## src/rtl/pic_cmd_pkg.sv

```systemverilog
`timescale 1ns/1ps
package pic_cmd_pkg;
  typedef enum logic [1:0] {SEQ_IDLE, SEQ_W2, SEQ_W3, SEQ_W4} seq_e;
  typedef enum logic [2:0] {CMD_NONE, CMD_INIT1, CMD_OP2, CMD_OP3, CMD_PORT1} cmd_e;
endpackage

```

## src/rtl/pic_cmd_decode.sv

```systemverilog
`timescale 1ns/1ps
module pic_cmd_decode
  import pic_cmd_pkg::*;
(
  input  logic       wr_en_i,
  input  logic       addr_i,
  input  logic [1:0] sel_i,   // data bits 4:3
  output cmd_e       cmd_o
);
  always_comb begin
    cmd_o = CMD_NONE;
    if (wr_en_i) begin
      if (addr_i)         cmd_o = CMD_PORT1;
      else if (sel_i[1])  cmd_o = CMD_INIT1;
      else if (sel_i[0])  cmd_o = CMD_OP3;
      else                cmd_o = CMD_OP2;
    end
  end
endmodule

```

## src/rtl/pic_init_fsm.sv

```systemverilog
`timescale 1ns/1ps
module pic_init_fsm
  import pic_cmd_pkg::*;
#(
  parameter int DATA_W = 8,
  parameter int LINE_W = 3
) (
  input  logic              clk_i,
  input  logic              rst_ni,
  input  logic              is_master_i,
  input  cmd_e              cmd_i,
  input  logic [DATA_W-1:0] wdata_i,
  output logic [DATA_W-1:0] mask_o,
  output logic [DATA_W-1:0] vec_base_o,
  output logic              trig_edge_o,
  output logic              cascade_o,
  output logic [DATA_W-1:0] casc_map_o,
  output logic              auto_eoi_o,
  output logic              rd_pend_sel_o
);
  seq_e state_q;
  logic need_w4_q;

  always_ff @(posedge clk_i or negedge rst_ni) begin
    if (!rst_ni) begin
      state_q       <= SEQ_IDLE;
      need_w4_q     <= 1'b0;
      mask_o        <= '0;
      vec_base_o    <= '0;
      trig_edge_o   <= 1'b0;
      cascade_o     <= 1'b0;
      casc_map_o    <= '0;
      auto_eoi_o    <= 1'b0;
      rd_pend_sel_o <= 1'b1;
    end else begin
      unique case (cmd_i)
        CMD_INIT1: begin
          mask_o      <= '0;
          trig_edge_o <= wdata_i[3];
          cascade_o   <= ~wdata_i[1];
          need_w4_q   <= wdata_i[0];
          if (!wdata_i[0]) auto_eoi_o <= 1'b0;
          state_q     <= SEQ_W2;
        end
        CMD_OP3: if (wdata_i[1]) rd_pend_sel_o <= wdata_i[0];
        CMD_PORT1: begin
          unique case (state_q)
            SEQ_IDLE: mask_o <= wdata_i;
            SEQ_W2: begin
              vec_base_o <= {wdata_i[DATA_W-1:LINE_W], {LINE_W{1'b0}}};
              if (cascade_o) state_q <= SEQ_W3;
              else begin
                casc_map_o <= '0;
                state_q    <= SEQ_IDLE;
              end
            end
            SEQ_W3: begin
              casc_map_o <= is_master_i ? wdata_i
                          : {{(DATA_W-LINE_W){1'b0}}, wdata_i[LINE_W-1:0]};
              state_q    <= need_w4_q ? SEQ_W4 : SEQ_IDLE;
            end
            SEQ_W4: begin
              auto_eoi_o <= wdata_i[1];
              state_q    <= SEQ_IDLE;
            end
            default: state_q <= SEQ_IDLE;
          endcase
        end
        default: ;
      endcase
    end
  end
endmodule

```

## src/rtl/pic_eoi_gen.sv

```systemverilog
`timescale 1ns/1ps
module pic_eoi_gen #(
  parameter int LINE_W = 3
) (
  input  logic              clk_i,
  input  logic              rst_ni,
  input  logic              op2_i,
  input  logic [2:0]        code_i,
  input  logic [LINE_W-1:0] line_i,
  output logic              eoi_valid_o,
  output logic              eoi_specific_o,
  output logic [LINE_W-1:0] eoi_line_o
);
  logic nonspec, spec;
  assign nonspec = op2_i && (code_i == 3'b001);
  assign spec    = op2_i && (code_i == 3'b011);

  always_ff @(posedge clk_i or negedge rst_ni) begin
    if (!rst_ni) begin
      eoi_valid_o    <= 1'b0;
      eoi_specific_o <= 1'b0;
      eoi_line_o     <= '0;
    end else begin
      eoi_valid_o    <= nonspec | spec;
      eoi_specific_o <= spec;
      eoi_line_o     <= spec ? line_i : '0;
    end
  end
endmodule

```

## src/rtl/pic_rd_mux.sv

```systemverilog
`timescale 1ns/1ps
module pic_rd_mux #(
  parameter int DATA_W = 8
) (
  input  logic              addr_i,
  input  logic              rd_pend_sel_i,
  input  logic [DATA_W-1:0] pend_i,
  input  logic [DATA_W-1:0] insvc_i,
  input  logic [DATA_W-1:0] mask_i,
  output logic [DATA_W-1:0] rdata_o
);
  always_comb begin
    if (addr_i)             rdata_o = mask_i;
    else if (rd_pend_sel_i) rdata_o = pend_i;
    else                    rdata_o = insvc_i;
  end
endmodule

```

## src/rtl/pic_cmd_seq.sv

```systemverilog
`timescale 1ns/1ps
module pic_cmd_seq
  import pic_cmd_pkg::*;
#(
  parameter int DATA_W = 8,
  localparam int LINE_W = $clog2(DATA_W)
) (
  input  logic              clk_i,
  input  logic              rst_ni,
  input  logic              is_master_i,
  input  logic              wr_en_i,
  input  logic              addr_i,
  input  logic [DATA_W-1:0] wdata_i,
  output logic [DATA_W-1:0] rdata_o,
  input  logic [DATA_W-1:0] pend_i,
  input  logic [DATA_W-1:0] insvc_i,
  output logic [DATA_W-1:0] mask_o,
  output logic [DATA_W-1:0] vec_base_o,
  output logic              trig_edge_o,
  output logic              cascade_o,
  output logic [DATA_W-1:0] casc_map_o,
  output logic              auto_eoi_o,
  output logic              rd_pend_sel_o,
  output logic              eoi_valid_o,
  output logic              eoi_specific_o,
  output logic [LINE_W-1:0] eoi_line_o
);
  cmd_e cmd;

  pic_cmd_decode u_decode (
    .wr_en_i (wr_en_i),
    .addr_i  (addr_i),
    .sel_i   (wdata_i[4:3]),
    .cmd_o   (cmd)
  );

  pic_init_fsm #(.DATA_W(DATA_W), .LINE_W(LINE_W)) u_fsm (
    .clk_i         (clk_i),
    .rst_ni        (rst_ni),
    .is_master_i   (is_master_i),
    .cmd_i         (cmd),
    .wdata_i       (wdata_i),
    .mask_o        (mask_o),
    .vec_base_o    (vec_base_o),
    .trig_edge_o   (trig_edge_o),
    .cascade_o     (cascade_o),
    .casc_map_o    (casc_map_o),
    .auto_eoi_o    (auto_eoi_o),
    .rd_pend_sel_o (rd_pend_sel_o)
  );

  pic_eoi_gen #(.LINE_W(LINE_W)) u_eoi (
    .clk_i          (clk_i),
    .rst_ni         (rst_ni),
    .op2_i          (cmd == CMD_OP2),
    .code_i         (wdata_i[7:5]),
    .line_i         (wdata_i[LINE_W-1:0]),
    .eoi_valid_o    (eoi_valid_o),
    .eoi_specific_o (eoi_specific_o),
    .eoi_line_o     (eoi_line_o)
  );

  pic_rd_mux #(.DATA_W(DATA_W)) u_rd (
    .addr_i        (addr_i),
    .rd_pend_sel_i (rd_pend_sel_o),
    .pend_i        (pend_i),
    .insvc_i       (insvc_i),
    .mask_i        (mask_o),
    .rdata_o       (rdata_o)
  );
endmodule

```

## config.mk

```make
export PLATFORM = sky130hd
export DESIGN_NAME = pic_cmd_seq
export DESIGN_NICKNAME = d
export VERILOG_FILES = /design/src/rtl/pic_cmd_pkg.sv /design/src/rtl/pic_cmd_decode.sv /design/src/rtl/pic_init_fsm.sv /design/src/rtl/pic_eoi_gen.sv /design/src/rtl/pic_rd_mux.sv /design/src/rtl/pic_cmd_seq.sv
export SDC_FILE = /design/constraint.sdc
export NUM_CORES = 1
export LEC_CHECK = 0
export CAP_MARGIN = 5
export CORE_MARGIN = 2
export CORE_UTILIZATION = 40
export DETAILED_ROUTE_END_ITERATION = 10
export MAX_ROUTING_LAYER = met4
export PLACE_DENSITY_LB_ADDON = 0.25
export SYNTH_ARGS = -nofsm -noshare
export SYNTH_HDL_FRONTEND = slang
export SYNTH_SLANG_ARGS = --single-unit
export TNS_END_PERCENT = 5
```

## constraint.sdc

```tcl
create_clock -name clk_i -period 1.9 [get_ports clk_i]
set_input_delay 0.38 -clock clk_i [delete_from_list [all_inputs] [get_ports clk_i]]
set_output_delay 0.38 -clock clk_i [all_outputs]
set_load 0.01 [all_outputs]
```

==> impl_metrics.toml <==
[global_route]
grt_pass1_wl_um = 6330
antenna_found_initial = 0
gr-usage-all-layers_pct = 19.9
grt_start_max_net_pins = 34
grt_pass1_vias = 1366
grt-ovfl-total = 0

[timing]
hold-worst-slack_ns = 0.487
fin_crit_ns = 1.85
rsz0062_at_grt = "true"
fin_skew_ns = 0.00701
worst_slack_ns = 0.0525
final.period_utilization_pct = 97.2
setup_viol = 0
fmax_ghz = 0.541
maxSlewViolCount = 0
hold_viol_final = 0

[clock_tree]
clk_pin_slew_worst_paths_ns = 0.07
numCtsBuffers = 5
htreeDepth = 2
cts.sinks = 33
clk_latency_ns = 0.28
cts_root_buf = "clkbuf_8"
ctsLongestPathBuffers = 2
cts_tree = "yes"

[status]
status = "complete, no violations"

[route]
viasPerCell = 5.12
dr.pass1.iters = 4
drcViolationCount = 0
wirelength_um = 4000
avgRoutedWirePerCell_um = 15.2
dr_total_vias = 1347
antenna_left = 0
drt_iter0_drc = 37

[final_layout]
syn_to_final_growth_pct = 53.8
final_util_pct = 64.4
drive_above_1_share_pct = 14.4
diodes = 0
final_nets = 243

[worst_setup_path]
endpoint_kind = "primary output"
crit_path_max_fanout = 3
cp.required_ns = 1.52
cp.arrival_ns = 1.47
reg2reg_depth = 3
startpoint_type = "register"
path_class = "reg -> out"

[synthesis]
async_flop_share_pct = 100
yosysWarnings = 0
synth_ff_type = "dfrtp_1"
synth_cells = 137
ys_seq_elements = 33
synth_seq_area_share_pct = 53.5
syn_area_sq_um = 1550
avgSynthCellArea_sq_um = 11.3
synth_edf_count = 0
synth.distinct_cells = 33

[placement]
dpl_worst_slack_ns = -0.242
hpwl_um = 3030
io_buffers = 66
place.gp.congestion = 0.729

[floorplan]
ioPinCount = 70
dieArea_sq_um = 4380
placeableCoreArea_sq_um = 3690
num_rows = 22
initial_core_util_pct = 41.9
die_w_um = 66.2
fp.dieH_um = 66.2

[flow_run]
drv_cap = 0

[power_and_ir_drop]
vdd_drop_max_uv = 579
leakagePower_nw = 1.08
p_per_area_nw_per_um2 = 843

[hold_path]
hp-class = "in -> async"
## cells in the final DEF (no fill, tap or decap), drive strengths merged, types with 2 or more instances in the layout
cell type,count
nor2,7
nand2,12
clkdlybuf4s50,57
mux2,7
dfrtp,32
a22o,13
nand3,3
clkbuf,8
conb,3
clkdlybuf4s15,6
a21oi,3
inv,8
a31oi,2
mux2i,9
a311oi,3
clkinv,2
and3,3
buf,10
o21ai,14
nor3b,2
## metrics by stage
stage | cells | total power [mW] | instance area, sq um | TNS [ns]
after floorplan | 139 | 1.15 | 1550 | 0
after global placement | 252 | 1.48 | 2270 | -1.48
after detailed placement | 252 | 1.51 | 2270 | -2.14
after CTS | 263 | 2.01 | 2370 | -0.0178
after global routing | 263 | 2.10 | 2380 | -0.0408
final | 263 | 2.00 | 2380 | 0
## area by class of cell
type | count | area [sq um]
flip-flops and latches | 33 | 827
clock inverters | 2 | 10.0
multi-input cells | 90 | 644
fillers | 306 | 1310
well taps | 48 | 60.1
repair buffers | 76 | 732
inverters | 8 | 30.0
clock buffers | 6 | 72.6
## state kept, by name, summed over array words and instances (netlist names)
| register | cells |
|---|---|
| u_fsm.trig_edge_o | 1 |
| u_fsm.state_q | 2 |
| u_eoi.eoi_valid_o | 1 |
| u_fsm.casc_map_o | 8 |
| u_fsm.vec_base_o | 5 |
| u_fsm.need_w4_q | 1 |
| u_eoi.eoi_specific_o | 1 |
| u_fsm.auto_eoi_o | 1 |
| u_eoi.eoi_line_o | 3 |
| u_fsm.cascade_o | 1 |
| u_fsm.mask_o | 8 |
| u_fsm.rd_pend_sel_o | 1 |
## cell families after synthesis
logic type             Yosys count  share of synthesized area [%]
buffers and inverters           16                           5.26
multiplexers                    16                           10.9
AO/OA/AOI/OAI                   38                           17.7
flip-flops                      33                           53.5
other                            1                          0.243
AND/OR/NAND/NOR                 33                           12.3
## worst max-delay path, stage by stage (launching register included)
cell and delay [ns]:
dfstp_2 0.55, buf_4 0.13, mux2i_1 0.17, o21ai_0 0.09
clkdlybuf4s15_1 0.24
## routing by layer
metal	vias up	GRT usage, %	share of wire, %	wire (um)
li1	647	-	-	-
met1	644	21.7	40	1600
met2	51	34.8	51	2060
met3	5	4.26	7.3	294
met4	0	8.93	1.3	53
met5	-	-	0	0
## final timing paths
check	slack, ns	startpoint	to
max	0.05	u_fsm.rd_pend_sel_o	rdata_o[2]
min	0.49	rst_ni	u_fsm.state_q[0]
max reg2reg	0.61	u_fsm.state_q[0]	u_fsm.mask_o[5]
min reg2reg	0.51	u_fsm.vec_base_o[3]	u_fsm.vec_base_o[3]
max in group asynchronous	1.09	rst_ni	u_fsm.rd_pend_sel_o
min in group clk_i	0.51	u_fsm.vec_base_o[3]	u_fsm.vec_base_o[3]
## cell usage after synthesis, types with 2 or more instances
library cell / n / area [sq um]
dfrtp_1: 32 / 801
a22o_1: 13 / 114
o21ai_0: 13 / 65.1
nand2_1: 12 / 45.0
mux2i_1: 9 / 90.1
inv_1: 8 / 30.0
mux2_2: 7 / 78.8
nor2_1: 7 / 26.3
a21oi_1: 3 / 15.0
a311oi_1: 3 / 26.3
and3_1: 3 / 18.8
buf_4: 3 / 22.5
buf_2: 2 / 10.0
clkbuf_1: 2 / 7.51
nand3_1: 2 / 10.0
## timing repair
action,in CTS,in global routing
hold buffers,0,0
endpoints found under the setup margin,9,9
buffers inserted,3,0
gates resized for setup,9,13
## power by group
group	switching (mW)	internal [mW]	total, mW
clock network	0.244	0.253	0.497
registers	0.0798	0.802	0.882
logic	0.254	0.370	0.623
(Power assumes the default switching activity.)
